===== src/rtl/ptw_pkg.sv =====
package ptw_pkg;

  // Entry flag bit positions (decoded by the checker and the walker)
  localparam int BIT_V   = 0;
  localparam int BIT_R   = 1;
  localparam int BIT_W   = 2;
  localparam int BIT_X   = 3;
  localparam int BIT_U   = 4;
  localparam int BIT_G   = 5;
  localparam int PPN_LSB = 10;

  typedef enum logic [1:0] {
    ACC_LOAD  = 2'd0,
    ACC_STORE = 2'd1,
    ACC_FETCH = 2'd2
  } acc_e;

  typedef enum logic [2:0] {
    FLT_NONE      = 3'd0,
    FLT_BAD_ENTRY = 3'd1,
    FLT_DENIED    = 3'd2,
    FLT_MISALIGN  = 3'd3,
    FLT_BUS       = 3'd4
  } flt_e;

  typedef enum logic {
    WS_IDLE,
    WS_FETCH
  } wstate_e;

endpackage


===== src/rtl/ptw_addr_gen.sv =====
module ptw_addr_gen #(
  parameter int LEVELS  = 3,
  parameter int IDX_W   = 9,
  parameter int LVL_W   = 2,
  parameter int PA_W    = 56,
  parameter int ENT_LOG = 3,
  localparam int VPN_W  = LEVELS * IDX_W
) (
  input  logic [PA_W-1:0]  base,
  input  logic [VPN_W-1:0] vpn,
  input  logic [LVL_W-1:0] level,
  output logic [PA_W-1:0]  entry_addr
);

  // Select the 9-bit index belonging to the given level
  function automatic logic [IDX_W-1:0] level_index(input logic [VPN_W-1:0] v,
                                                   input logic [LVL_W-1:0] l);
    logic [IDX_W-1:0] r;
    r = '0;
    for (int i = 0; i < LEVELS; i++) begin
      if (int'(l) == i) r = v[i*IDX_W +: IDX_W];
    end
    return r;
  endfunction

  logic [PA_W-1:0] byte_ofs;

  always_comb begin
    byte_ofs = '0;
    byte_ofs[ENT_LOG +: IDX_W] = level_index(vpn, level);
    entry_addr = base + byte_ofs;
  end

endmodule


===== src/rtl/ptw_entry_check.sv =====
module ptw_entry_check
  import ptw_pkg::*;
(
  input  logic [4:0] flags,      // valid, readable, writable, executable, user
  input  logic [1:0] access,
  input  logic       user_mode,
  input  logic       exec_readable,
  input  logic       sup_user_ok,
  output logic       bad,
  output logic       pointer,
  output logic       allowed
);

  function automatic logic kind_ok(input logic [1:0] a, input logic r,
                                   input logic w, input logic x, input logic mx);
    case (acc_e'(a))
      ACC_LOAD:  return r | (mx & x);
      ACC_STORE: return w;
      ACC_FETCH: return x;
      default:   return 1'b0;
    endcase
  endfunction

  function automatic logic priv_ok(input logic [1:0] a, input logic u_page,
                                   input logic usr, input logic sok);
    if (usr) return u_page;
    if (!u_page) return 1'b1;
    return sok && (acc_e'(a) != ACC_FETCH);
  endfunction

  always_comb begin
    bad     = !flags[BIT_V] || (flags[BIT_W] && !flags[BIT_R]);
    pointer = flags[BIT_V] && !flags[BIT_R] && !flags[BIT_X];
    allowed = kind_ok(access, flags[BIT_R], flags[BIT_W], flags[BIT_X], exec_readable)
              && priv_ok(access, flags[BIT_U], user_mode, sup_user_ok);
  end

endmodule


===== src/rtl/ptw_leaf_merge.sv =====
module ptw_leaf_merge #(
  parameter int LEVELS = 3,
  parameter int IDX_W  = 9,
  parameter int LVL_W  = 2,
  parameter int PPN_W  = 44,
  parameter int OFS_W  = 12,
  localparam int VPN_W = LEVELS * IDX_W
) (
  input  logic [PPN_W-1:0]       ppn,
  input  logic [VPN_W-1:0]       vpn,
  input  logic [OFS_W-1:0]       pgofs,
  input  logic [LVL_W-1:0]       level,
  output logic                   misaligned,
  output logic [PPN_W+OFS_W-1:0] pa
);

  // Ones in the low 9*level bits of a page number
  function automatic logic [PPN_W-1:0] level_mask(input logic [LVL_W-1:0] l);
    logic [PPN_W-1:0] m;
    for (int b = 0; b < PPN_W; b++) m[b] = (b < int'(l) * IDX_W);
    return m;
  endfunction

  logic [PPN_W-1:0] mask;
  logic [PPN_W-1:0] vpn_ext;

  always_comb begin
    mask       = level_mask(level);
    vpn_ext    = {{(PPN_W-VPN_W){1'b0}}, vpn};
    misaligned = |(ppn & mask);
    pa         = {ppn | (vpn_ext & mask), pgofs};
  end

endmodule


===== src/rtl/ptw_walker.sv =====
module ptw_walker
  import ptw_pkg::*;
#(
  parameter int LEVELS = 3,
  parameter int IDX_W  = 9,
  parameter int OFS_W  = 12,
  parameter int PA_W   = 56,
  parameter int ENT_W  = 64,
  localparam int VPN_W   = LEVELS * IDX_W,
  localparam int VA_W    = VPN_W + OFS_W,
  localparam int PPN_W   = PA_W - OFS_W,
  localparam int LVL_W   = $clog2(LEVELS),
  localparam int ENT_LOG = $clog2(ENT_W / 8)
) (
  input  logic             clk,
  input  logic             rst_n,
  input  logic             start,
  input  logic [VA_W-1:0]  vaddr,
  input  logic [1:0]       access,
  input  logic             user_mode,
  input  logic             exec_readable,
  input  logic             sup_user_ok,
  input  logic [PPN_W-1:0] root_ppn,
  output logic             mem_req,
  output logic [PA_W-1:0]  mem_addr,
  input  logic             mem_rsp_valid,
  input  logic             mem_rsp_err,
  input  logic [ENT_W-1:0] mem_rsp_data,
  output logic             busy,
  output logic             done,
  output logic             ok,
  output logic [2:0]       fault,
  output logic [PA_W-1:0]  paddr,
  output logic [ENT_W-1:0] leaf_entry,
  output logic [PA_W-1:0]  leaf_addr,
  output logic [LVL_W-1:0] leaf_level,
  output logic             global_map
);

  localparam logic [LVL_W-1:0] TOP_LVL = LVL_W'(LEVELS - 1);

  // Walk state
  wstate_e          state_q;
  logic [PA_W-1:0]  base_q;
  logic [LVL_W-1:0] level_q;
  logic [VA_W-1:0]  va_q;
  logic [1:0]       acc_q;
  logic             user_q, mxr_q, sok_q;
  logic             g_acc_q;

  // Result registers
  logic             done_q, ok_q, glob_q;
  flt_e             fault_q;
  logic [PA_W-1:0]  pa_q, eaddr_q;
  logic [ENT_W-1:0] leaf_q;
  logic [LVL_W-1:0] lvl_q;

  // Named internal events
  logic             rsp_take, walk_descend, entry_bad, entry_ptr, entry_allowed;
  logic             leaf_misaligned, rsp_global;
  logic [PPN_W-1:0] entry_ppn;
  logic [PA_W-1:0]  merged_pa;
  flt_e             fault_next;

  assign entry_ppn  = mem_rsp_data[PPN_LSB +: PPN_W];
  assign rsp_global = mem_rsp_data[BIT_G];

  ptw_addr_gen #(
    .LEVELS(LEVELS), .IDX_W(IDX_W), .LVL_W(LVL_W), .PA_W(PA_W), .ENT_LOG(ENT_LOG)
  ) u_addr (
    .base(base_q), .vpn(va_q[VA_W-1:OFS_W]), .level(level_q), .entry_addr(mem_addr)
  );

  ptw_entry_check u_check (
    .flags(mem_rsp_data[4:0]), .access(acc_q), .user_mode(user_q),
    .exec_readable(mxr_q), .sup_user_ok(sok_q),
    .bad(entry_bad), .pointer(entry_ptr), .allowed(entry_allowed)
  );

  ptw_leaf_merge #(
    .LEVELS(LEVELS), .IDX_W(IDX_W), .LVL_W(LVL_W), .PPN_W(PPN_W), .OFS_W(OFS_W)
  ) u_merge (
    .ppn(entry_ppn), .vpn(va_q[VA_W-1:OFS_W]), .pgofs(va_q[OFS_W-1:0]),
    .level(level_q), .misaligned(leaf_misaligned), .pa(merged_pa)
  );

  assign rsp_take     = (state_q == WS_FETCH) && mem_rsp_valid;
  assign walk_descend = rsp_take && !mem_rsp_err && !entry_bad && entry_ptr
                        && (level_q != '0);

  always_comb begin
    if (mem_rsp_err)           fault_next = FLT_BUS;
    else if (entry_bad)        fault_next = FLT_BAD_ENTRY;
    else if (entry_ptr)        fault_next = FLT_BAD_ENTRY;  // pointer at the bottom level
    else if (!entry_allowed)   fault_next = FLT_DENIED;
    else if (leaf_misaligned)  fault_next = FLT_MISALIGN;
    else                       fault_next = FLT_NONE;
  end

  always_ff @(posedge clk or negedge rst_n) begin
    if (!rst_n) begin
      state_q <= WS_IDLE;
      base_q  <= '0;
      level_q <= '0;
      va_q    <= '0;
      acc_q   <= '0;
      user_q  <= 1'b0;
      mxr_q   <= 1'b0;
      sok_q   <= 1'b0;
      g_acc_q <= 1'b0;
      done_q  <= 1'b0;
      ok_q    <= 1'b0;
      glob_q  <= 1'b0;
      fault_q <= FLT_NONE;
      pa_q    <= '0;
      eaddr_q <= '0;
      leaf_q  <= '0;
      lvl_q   <= '0;
    end else begin
      done_q <= 1'b0;
      case (state_q)
        WS_IDLE: begin
          if (start) begin
            state_q <= WS_FETCH;
            base_q  <= {root_ppn, {OFS_W{1'b0}}};
            level_q <= TOP_LVL;
            va_q    <= vaddr;
            acc_q   <= access;
            user_q  <= user_mode;
            mxr_q   <= exec_readable;
            sok_q   <= sup_user_ok;
            g_acc_q <= 1'b0;
          end
        end
        WS_FETCH: begin
          if (walk_descend) begin
            base_q  <= {entry_ppn, {OFS_W{1'b0}}};
            level_q <= level_q - LVL_W'(1);
            g_acc_q <= g_acc_q | rsp_global;
          end else if (rsp_take) begin
            state_q <= WS_IDLE;
            done_q  <= 1'b1;
            ok_q    <= (fault_next == FLT_NONE);
            fault_q <= fault_next;
            pa_q    <= merged_pa;
            leaf_q  <= mem_rsp_data;
            eaddr_q <= mem_addr;
            lvl_q   <= level_q;
            glob_q  <= g_acc_q | rsp_global;
          end
        end
        default: state_q <= WS_IDLE;
      endcase
    end
  end

  assign mem_req    = (state_q == WS_FETCH);
  assign busy       = (state_q != WS_IDLE);
  assign done       = done_q;
  assign ok         = ok_q;
  assign fault      = fault_q;
  assign paddr      = pa_q;
  assign leaf_entry = leaf_q;
  assign leaf_addr  = eaddr_q;
  assign leaf_level = lvl_q;
  assign global_map = glob_q;

  // A pending read keeps its address until answered
  p_req_hold_r2: assert property (@(posedge clk) disable iff (!rst_n)
    (mem_req && !mem_rsp_valid) |=> (mem_req && $stable(mem_addr)));

  // A pointer above level 0 always leads to another fetch
  p_descend_refetch_r4: assert property (@(posedge clk) disable iff (!rst_n)
    walk_descend |=> (mem_req && !done));

  // Alignment faults only come from large-page leaves
  p_misalign_level_r6: assert property (@(posedge clk) disable iff (!rst_n)
    (done && fault == 3'(FLT_MISALIGN)) |-> (leaf_level != '0));

  // A successful completion never carries a fault code
  p_ok_clean_r7: assert property (@(posedge clk) disable iff (!rst_n)
    (done && ok) |-> (fault == 3'(FLT_NONE)));

  // An access error on a pending read ends the walk with code 4
  p_bus_fault_r9: assert property (@(posedge clk) disable iff (!rst_n)
    (mem_req && mem_rsp_valid && mem_rsp_err) |=> (done && !ok && fault == 3'(FLT_BUS)));

  // Completion is a single-cycle pulse, leaving the walker idle
  p_done_pulse_r10: assert property (@(posedge clk) disable iff (!rst_n)
    done |=> !done);

  p_done_idle_r10: assert property (@(posedge clk) disable iff (!rst_n)
    done |-> !busy);

endmodule


===== config.mk =====
export PLATFORM = sky130hd
export DESIGN_NAME = ptw_walker
export DESIGN_NICKNAME = d
export VERILOG_FILES = /design/src/rtl/ptw_pkg.sv /design/src/rtl/ptw_addr_gen.sv /design/src/rtl/ptw_entry_check.sv /design/src/rtl/ptw_leaf_merge.sv /design/src/rtl/ptw_walker.sv
export SDC_FILE = /design/constraint.sdc
export NUM_CORES = 1
export LEC_CHECK = 0
export ABC_AREA = 1
export BUFFER_PORTS_ARGS = -buffer_cell sky130_fd_sc_hd__buf_4
export CAP_MARGIN = 10
export CORE_ASPECT_RATIO = 0.6
export CORE_MARGIN = 8
export CORE_UTILIZATION = 34
export CTS_BUF_LIST = sky130_fd_sc_hd__clkbuf_16
export CTS_CLUSTER_DIAMETER = 60
export DETAILED_ROUTE_END_ITERATION = 16
export PLACE_DENSITY = 0.66
export SYNTH_ARGS = -nofsm -noshare
export SYNTH_HDL_FRONTEND = slang
export SYNTH_SLANG_ARGS = --single-unit

===== constraint.sdc =====
create_clock -name clk -period 1.9 [get_ports clk]
set_input_delay 0.095 -clock clk [delete_from_list [all_inputs] [get_ports clk]]
set_output_delay 0.095 -clock clk [all_outputs]
set_load 0.01 [all_outputs]

* Word-level counts from Yosys, hierarchy flattened *
Cells that the tools add are included.

storage, ports and cells
  register bits = 288
  input port bits = 157
  output and inout port bits = 242
  logic and storage cells = 135

cells by class
  add/sub/neg operators = 2
  $mul = 1
  magnitude comparators = 44
  equal/unequal tests = 7
  mux-type cells = 32
  bitwise logic cells = 8
  reductions and logical operators = 24

operator list
  cell                                                                  number
  6-bit by 32-bit < comparator with 1-bit output, first input constant  16
  7-bit by 32-bit < comparator with 1-bit output, first input constant  12
  5-bit by 32-bit < comparator with 1-bit output, first input constant  8
  4-bit by 32-bit < comparator with 1-bit output, first input constant  4
  56-bit two-way mux                                                    2
  56-bit case mux with 2 select lines                                   1
  3-bit by 32-bit < comparator with 1-bit output, first input constant  2
  56-bit by 12-bit adder with 56-bit output                             1
  27-bit by 44-bit AND with 44-bit output                               1
  44-bit AND                                                            1
  44-bit OR                                                             1
  44-bit OR reduction                                                   1
  2-bit by 32-bit < comparator with 1-bit output, first input constant  1
  9-bit two-way mux                                                     3
  1-bit two-way mux                                                     15
  1-bit logical AND                                                     10
  2-bit two-way mux                                                     5
  2-bit == test, second input constant                                  3
  1-bit by 6-bit < comparator with 1-bit output, first input constant   1
  2-bit by 4-bit multiplier with 6-bit output, second input constant    1
  3-bit two-way mux                                                     2
  1-bit logical NOT                                                     5
  2-bit logical NOT                                                     2
  2-bit != test, second input constant                                  2
  14 further kinds                                                      18

* Longest topological paths before layout *
Gate-level depths: netlist of run 1.

  depth in word-level cells = 10
  mapped depth = 12
  depth with buffers taken out = 11

* Cells and area by module *
A second synthesis of run 1 with hierarchy kept.

unflattened totals
  cells, all modules = 2021
  area, all modules = 14395.1 µm²

by module, submodules not included
  module           times used  cells an instance  area each (µm²)  sequential area each (µm²)
  ptw_walker       1           1338               11114.4          6906.6
  ptw_addr_gen     1           545                2577.5           0.0
  ptw_leaf_merge   1           118                616.8            0.0
  ptw_entry_check  1           20                 86.3             0.0

* Worst setup path before layout of run 1 *
Ideal clock, no wire load.

  path type = reg-to-reg
  start point = reg level_q[1]
  end point = reg eaddr_q[10], in the netlist leaf_addr[10]
  library setup time = 0.065 ns
  data arrival time = 1.817 ns
  required time = 1.835 ns
  setup slack = 0.018 ns
  stages on the path, launching flop included = 9
  path buffers = 1
  clock period less this slack = 1.882 ns
  cells stage by stage = dfrtp_1 -> inv_1 -> ha_1 -> clkbuf_1 -> nor2_2 -> a22oi_1 -> o21ai_0 -> nand2_1 -> nand2_1

between the ends
  word-level cells in the longest chain between the ends = 5
  elaborated cells between the ends (all ways) = 11
  those cells by class = add/sub (1); eq/ne (2); mux (3); bitwise (1); reduce/logical (4)

RTL lines
  item                                           line                RTL
  start: declaration                             ptw_walker.sv:45    logic [LVL_W-1:0] level_q;
  start signal: assignment                       ptw_walker.sv:138   level_q <= level_q - LVL_W'(1);
  2-bit logical NOT                              ptw_addr_gen.sv:21  if (int'(l) == i) r = v[i*IDX_W +: IDX_W];
  9-bit two-way mux (2 in series)                ptw_addr_gen.sv:21
  9-bit two-way mux (*)                          ptw_addr_gen.sv:21
  56-bit by 12-bit adder with 56-bit output (*)  ptw_addr_gen.sv:31  entry_addr = base + byte_ofs;
  via mem_addr[10]                               ptw_walker.sv:25    output logic [PA_W-1:0] mem_addr,
  end signal: assignment                         ptw_walker.sv:147   eaddr_q <= mem_addr;
  end: declaration                               ptw_walker.sv:54    logic [PA_W-1:0] pa_q, eaddr_q;

Mark *: on every way through the listed nets, which the timed path passes. The rest lies on a longest branch.
A chain may end at the register's enable or synchronous reset.

* Final worst setup path of run 1 *
  start point = reg level_q[1]
  end point = out mem_addr[10]

between the ends
  word-level cells in the longest chain between the ends = 5
  elaborated cells between the ends (all ways) = 7
  those cells by class = add/sub (1); eq/ne (2); mux (3); reduce/logical (1)

RTL lines
  item                                           line
  2-bit logical NOT                              ptw_addr_gen.sv:21
  9-bit two-way mux (2 in series)                ptw_addr_gen.sv:21
  9-bit two-way mux (*)                          ptw_addr_gen.sv:21
  56-bit by 12-bit adder with 56-bit output (*)  ptw_addr_gen.sv:31
  end: declaration                               ptw_walker.sv:25

Every way passes the cells marked *; elsewhere a longest branch is shown, timed or not.

==> flow_metrics.py, run 1 <==
metrics = {
    "clock_network": {
        "clock-sinks": 256,
        "h-tree-depth": 1,
        "cts.reportedPaths.clkPinSlew_ns": 0.07,
        "clock_latency_ns": 0.56,
        "tritoncts": "done",
        "cts-root-buf": "clkbuf_16",
        "cts_buffer_depth": 3,
        "cts-buffers-inserted": 28,
    },
    "synthesis": {
        "synthesis.instances": 1229,
        "postSynthRegisterBits": 256,
        "syn_area_um2": 10700,
        "synth-seq-area-share_pct": 59.6,
        "synth_cell_type_count": 24,
        "synth.avg_cell_area_um2": 8.74,
        "synth-warning-count": 0,
    },
    "placement": {
        "dpl_cell_area_um2": 14200,
        "port_buffers": 392,
        "dp_slack_ns": 0.0758,
        "detailed_place_hpwl_um": 31000,
        "placed_cells_incl_taps": 1996,
        "place_congestion": 0.932,
    },
    "power_and_ir_drop": {
        "design_power_total_mw": 20.0,
        "ir_worst_vdd_mv": 0.709,
        "cellPowerDensity_nw_per_um2": 1160,
        "p_leak_nw": 8.77,
    },
    "finish": {
        "mostFrequentLayoutCell": "buf_4",
        "final_layout_fill_cell_count": 2761,
        "postLayoutCellArea_um2": 17300,
        "layout.area.seq_um2": 6410,
        "finalNetCount": 1948,
        "finalCoreUtilization_pct": 55.5,
        "multi_input_combinational_cell_area_um2": 3590,
        "commonest_cells_after_routing_fill_and_taps_aside": "buf_4 (420), nand2_1 (395), dfrtp_1 (255), dlygate4sd3_1 (155), o21ai_0 (120)",
        "syn2layout_area_growth_pct": 60.8,
        "post_route_cells_drive_above_1_share_pct": 30.0,
        "final_cells": 2224,
    },
    "sta": {
        "hold_viol_final": 0,
        "worst_clock_skew_ns": 0.0162,
        "setup_viol_count_final": 9,
        "worst_slew_margin_rel_pct": 57.5,
        "final_min_period_over_clock_period_pct": 107,
        "final.setup.worst_slack_ns": -0.130,
        "period_needed_ns": 2.03,
        "maxClockFrequency_mhz": 492,
        "grt_setup_unrepaired": "yes",
        "worst-slew-pin-transition_ns": 0.637,
        "drv_slew": 0,
        "hold-worst-slack_ns": 0.0647,
        "totalNegativeSetupSlack_ns": -0.976,
    },
    "die": {
        "die_w_um": 245,
        "start_util_pct": 34.5,
        "fp.dieArea_um2": 37700,
        "io_pins": 399,
        "fp.coreArea_um2": 31200,
        "row_count": 50,
        "die_height_um": 154,
    },
    "detailed_routing": {
        "detail_route.first_pass.iterations": 5,
        "drt_iter0_drc": 779,
        "routed_wire_length_um": 44100,
        "num_vias": 10582,
        "antenna_viol_nets_final": 0,
        "wl_per_cell_um": 19.8,
        "drt-vias-per-instance": 4.76,
        "remaining_drc_errors": 0,
    },
    "worst_setup_path": {
        "start_kind": "register",
        "kind_of_end_point_of_the_critical_path": "output port",
        "crit_required_ns": 1.80,
        "critPathMaxStageDelay_ns": 0.39,
        "crit_arrival_ns": 1.94,
        "worst-r2r-cell-count": 11,
        "crit_path_cell_trace": "inv_2, ha_4, inv_2, buf_6, nor2_4, buf_6, a22oi_1, o21ai_2, buf_4",
        "critical_path.slowest_cell": "dfrtp_1",
        "worstReg2RegStart": "level_q[1]",
        "worstPathMaxFanout": 5,
        "crit_type": "register to output port",
        "regToRegSetupSlack_ns": 0.04,
        "worstReg2RegEnd": "paddr[17]",
    },
    "global_route": {
        "grt_pass1_wl_um": 65200,
        "grt_pass1_vias": 10863,
        "grt_usage_pct": 21.9,
        "grt_max_degree": 58,
        "grt_antenna_before_repair": 3,
        "globalRoute.totalOverflow": 0,
    },
    "worst_hold_path": {
        "holdCritPathClass": "primary input to asynchronous set/reset pin",
    },
    "status": {
        "failed_checks": "setup timing",
        "status": "finished with violations",
    },
    "flow_run": {
        "maxCapViolCount": 0,
    },
}
==> logic make-up (layout without fill, tap and decap cells) <==
| family | count (synthesis) | after routing | share of synthesized area (%) |
|---|---|---|---|
| AO/OA/AOI/OAI | 223 | 223 | 11.6 |
| adder cells (fa/ha/maj) | 6 | 6 | 0.699 |
| buffers and inverters | 205 | 776 | 8.77 |
| other | 1 | 8 | 0.0349 |
| flip-flops | 256 | 256 | 59.6 |
| AND/OR/NAND/NOR | 538 | 539 | 19.2 |
==> cell type report <==
| type | instances | share of cell area [%] |
|---|---|---|
| sequential | 256 | 37.1 |
| timing repair buffer | 609 | 30.9 |
| multi-input combinational | 774 | 20.8 |
| clock buffer | 29 | 4.20 |
| tap | 416 | 3.01 |
| inverter | 116 | 2.53 |
| clock inverter | 22 | 1.40 |
| antenna | 2 | 0.0290 |
==> routing by layer <==
layer	share of wire (%)	up-vias	global-route usage, %
met5	0.025	-	0
met4	1.6	2	3.82
met3	9.2	57	7.16
met2	45	414	34.7
met1	44	5147	29.4
li1	-	4962	-
==> cells in the mapped netlist (all sizes together) <==
cell type | n | area, um^2
nand4 | 2 | 12.5
buf | 69 | 432
inv | 116 | 435
nand2 | 401 | 1520
dfrtp | 256 | 6410
conb | 1 | 3.75
nor2 | 114 | 430
a22oi | 9 | 67.6
o211ai | 44 | 330
clkbuf | 20 | 75.1
nor3 | 3 | 15.0
ha | 6 | 75.1
nand3b | 1 | 7.51
o21ai | 147 | 736
nand3 | 17 | 85.1
a21oi | 23 | 115
==> where the power goes <==
| part | internal, mW | switching (mW) | leakage [nW] |
|---|---|---|---|
| sequential | 6.89 | 1.03 | 3.10 |
| clock | 3.34 | 2.39 | 0.484 |
| combinational | 3.06 | 3.29 | 5.18 |
| total | 13.3 | 6.71 | 8.77 |
==> registers in the layout (all words and copies together) (netlist names), 3 cells and up <==
name        flops
base_q         44
fault           3
leaf_addr      53
leaf_entry     48
paddr          55
va_q           39
==> timing repair <==
| item | in CTS | in global routing |
|---|---|---|
| hold buffers | 155 | 0 |
| endpoints found under the setup margin | 9 | 124 |
| buffers inserted | 6 | 6 |
| pin swaps | 6 | 12 |
| gates cloned | 1 | 7 |
| gates resized for setup | 47 | 32 |
| hold endpoints to repair | 442 | 0 |
==> critical path, delay by kind of cell, from the launching register on <==
| kind | cells | cell delay, ns |
|---|---|---|
| buffers and inverters | 5 | 0.52 |
| AO/OA/AOI/OAI | 2 | 0.24 |
| AND/OR/NAND/NOR | 1 | 0.10 |
| flip-flops | 1 | 0.39 |
| adder cells (fa/ha/maj) | 1 | 0.14 |
==> worst max path at each step <==
stage	startpoint	to	slack, ns	depth (start not counted)
2_1_floorplan	level_q[1]	leaf_addr[10]	0.02	8
3_3_place_gp	mem_rsp_data[2]	paddr[18]	0.08	10
3_5_place_dp	level_q[0]	base_q[39]	0.08	10
4_1_cts	level_q[0]	mem_addr[11]	-0.16	9
5_1_grt	level_q[1]	mem_addr[10]	-0.22	9
6_report	level_q[1]	mem_addr[10]	-0.13	9
Note: power is estimated with default switching activity, not from simulation.
==> run 2: changes to the inputs <==
- SKIP_LAST_GASP: unset -> 1
==> run 2 against run 1 <==
Effect of this change: the flow still finishes with violations (setup timing); clock skew is essentially flat; maximum frequency is the same; highest routed layer unchanged; first-iteration DRC count grew 13%; die area is the same; hold slack is essentially flat; wire length grew 0.44%; design area grew 0.35%; combinational power is essentially flat; count of clock-buffer cells in the layout is the same.
==> flow_metrics.py, run 2 (synthesized netlist as in run 1, its figures left out) <==
metrics = {
    "clock_network": {
        "h-tree-depth": 1,
        "cts.reportedPaths.clkPinSlew_ns": 0.07,
        "clock-sinks": 256,
        "tritoncts": "done",
        "cts_buffer_depth": 3,
        "cts-buffers-inserted": 28,
        "cts-root-buf": "clkbuf_16",
        "clock_latency_ns": 0.56,
    },
    "detailed_routing": {
        "drt_iter0_drc": 881,
        "num_vias": 10632,
        "routed_wire_length_um": 44300,
        "antenna_viol_nets_final": 0,
        "remaining_drc_errors": 0,
        "detail_route.first_pass.iterations": 5,
        "drt-vias-per-instance": 4.78,
        "wl_per_cell_um": 19.9,
    },
    "placement": {
        "dp_slack_ns": 0.0758,
        "port_buffers": 392,
        "place_congestion": 0.932,
        "dpl_cell_area_um2": 14200,
        "detailed_place_hpwl_um": 31000,
        "placed_cells_incl_taps": 1996,
    },
    "global_route": {
        "grt_max_degree": 58,
        "grt_pass1_vias": 10857,
        "met3_usage_pct": 7.23,
        "globalRoute.totalOverflow": 0,
        "grt_pass1_wl_um": 65200,
        "grt.met1_usage_pct": 29.3,
        "grt_busiest_layer": "met2",
        "grt_usage_pct": 21.9,
        "grt_use_met2_pct": 34.7,
        "grt_antenna_before_repair": 3,
    },
    "die": {
        "start_util_pct": 34.5,
        "fp.coreArea_um2": 31200,
        "die_height_um": 154,
        "row_count": 50,
        "io_pins": 399,
        "die_w_um": 245,
        "fp.dieArea_um2": 37700,
    },
    "worst_setup_path": {
        "crit_arrival_ns": 1.94,
        "kind_of_end_point_of_the_critical_path": "output port",
        "crit_type": "register to output port",
        "start_kind": "register",
        "worstPathMaxFanout": 5,
        "crit_required_ns": 1.80,
    },
    "sta": {
        "final.setup.worst_slack_ns": -0.130,
        "maxClockFrequency_mhz": 492,
        "period_needed_ns": 2.03,
        "worst_clock_skew_ns": 0.0160,
        "worst-slew-pin-transition_ns": 0.619,
        "grt_setup_unrepaired": "yes",
        "worst_slew_margin_rel_pct": 58.7,
        "hold_viol_final": 0,
        "drv_slew": 0,
        "totalNegativeSetupSlack_ns": -0.994,
        "setup_viol_count_final": 10,
        "final_min_period_over_clock_period_pct": 107,
        "hold-worst-slack_ns": 0.0649,
    },
    "flow_run": {
        "maxCapViolCount": 0,
    },
    "finish": {
        "post_route_cells_drive_above_1_share_pct": 29.8,
        "commonest_cells_after_routing_fill_and_taps_aside": "buf_4 (420), nand2_1 (395), dfrtp_1 (255), dlygate4sd3_1 (155), o21ai_0 (123)",
        "finalCoreUtilization_pct": 55.7,
        "postLayoutCellArea_um2": 17300,
        "syn2layout_area_growth_pct": 61.4,
        "finalNetCount": 1950,
        "mostFrequentLayoutCell": "buf_4",
        "final_cells": 2226,
        "largest_register_ffs": 55,
    },
    "power_and_ir_drop": {
        "switching_share_pct": 33.5,
        "p_leak_nw": 8.80,
        "pwr-share-clk_pct": 28.6,
        "power_switching_mw": 6.72,
        "power_report.internal_total_mw": 13.3,
        "ir_worst_vdd_mv": 0.712,
        "sequentialPowerShare_pct": 39.5,
        "design_power_total_mw": 20.0,
        "pwr-share-comb_pct": 31.9,
        "cellPowerDensity_nw_per_um2": 1150,
    },
    "status": {
        "status": "finished with violations",
        "failed_checks": "setup timing",
    },
    "worst_hold_path": {
        "holdCritPathClass": "primary input to asynchronous set/reset pin",
    },
}
[run 2: area by class of cell]
type / instances / area, um^2
timing repair buffer: 611 / 5400
inverter: 116 / 440
clock buffer: 29 / 726
antenna: 2 / 5.00
multi-input combinational: 774 / 3590
fill: 2757 / 13800
tap: 416 / 520
sequential: 256 / 6410
clock inverter: 22 / 243
[run 2: what timing repair did]
action	CTS	global route
endpoints found under the setup margin	9	124
pin swaps	6	10
resized for setup	45	30
hold endpoints to repair	442	0
cloned	1	9
setup buffers	6	6
hold buffers	155	0
[run 2: worst max-delay path, stage by stage, from the launching register on]
cell and delay, ns:
dfrtp_1 0.39, inv_2 0.09, ha_4 0.14, inv_2 0.03, buf_6 0.11, nor2_4 0.10, buf_6 0.14, a22oi_2 0.06
o21ai_2 0.18, buf_4 0.15
[run 2: power groups by stage]
stage	clock network, mW	registers, mW	logic, mW
after CTS	5.85	7.89	6.23
after global placement	0	7.93	5.76
after global routing	6.11	8.08	6.95
after detailed placement	0	7.94	5.86
final	5.73	7.92	6.38
after floorplan	0	8.30	1.93
[run 2: per-layer routing]
metal  wire [um]  share of wire (%)
met1       19300                 43
met2       20100                 45
met3        4150                9.4
met4         716                1.6
met5          11              0.025
[run 2: final timing paths]
path,start,to,slack (ns),cells past startpoint
min in group clk,mem_rsp_valid,fault[1],0.20,7
worst min-delay path,rst_n,leaf_addr[28],0.06,2
worst min register to register,va_q[9],va_q[9],0.47,2
worst max register to register,level_q[1],paddr[17],-0.02,11
max in group asynchronous,rst_n,leaf_entry[53],1.13,3
worst max-delay path,level_q[1],mem_addr[3],-0.13,9
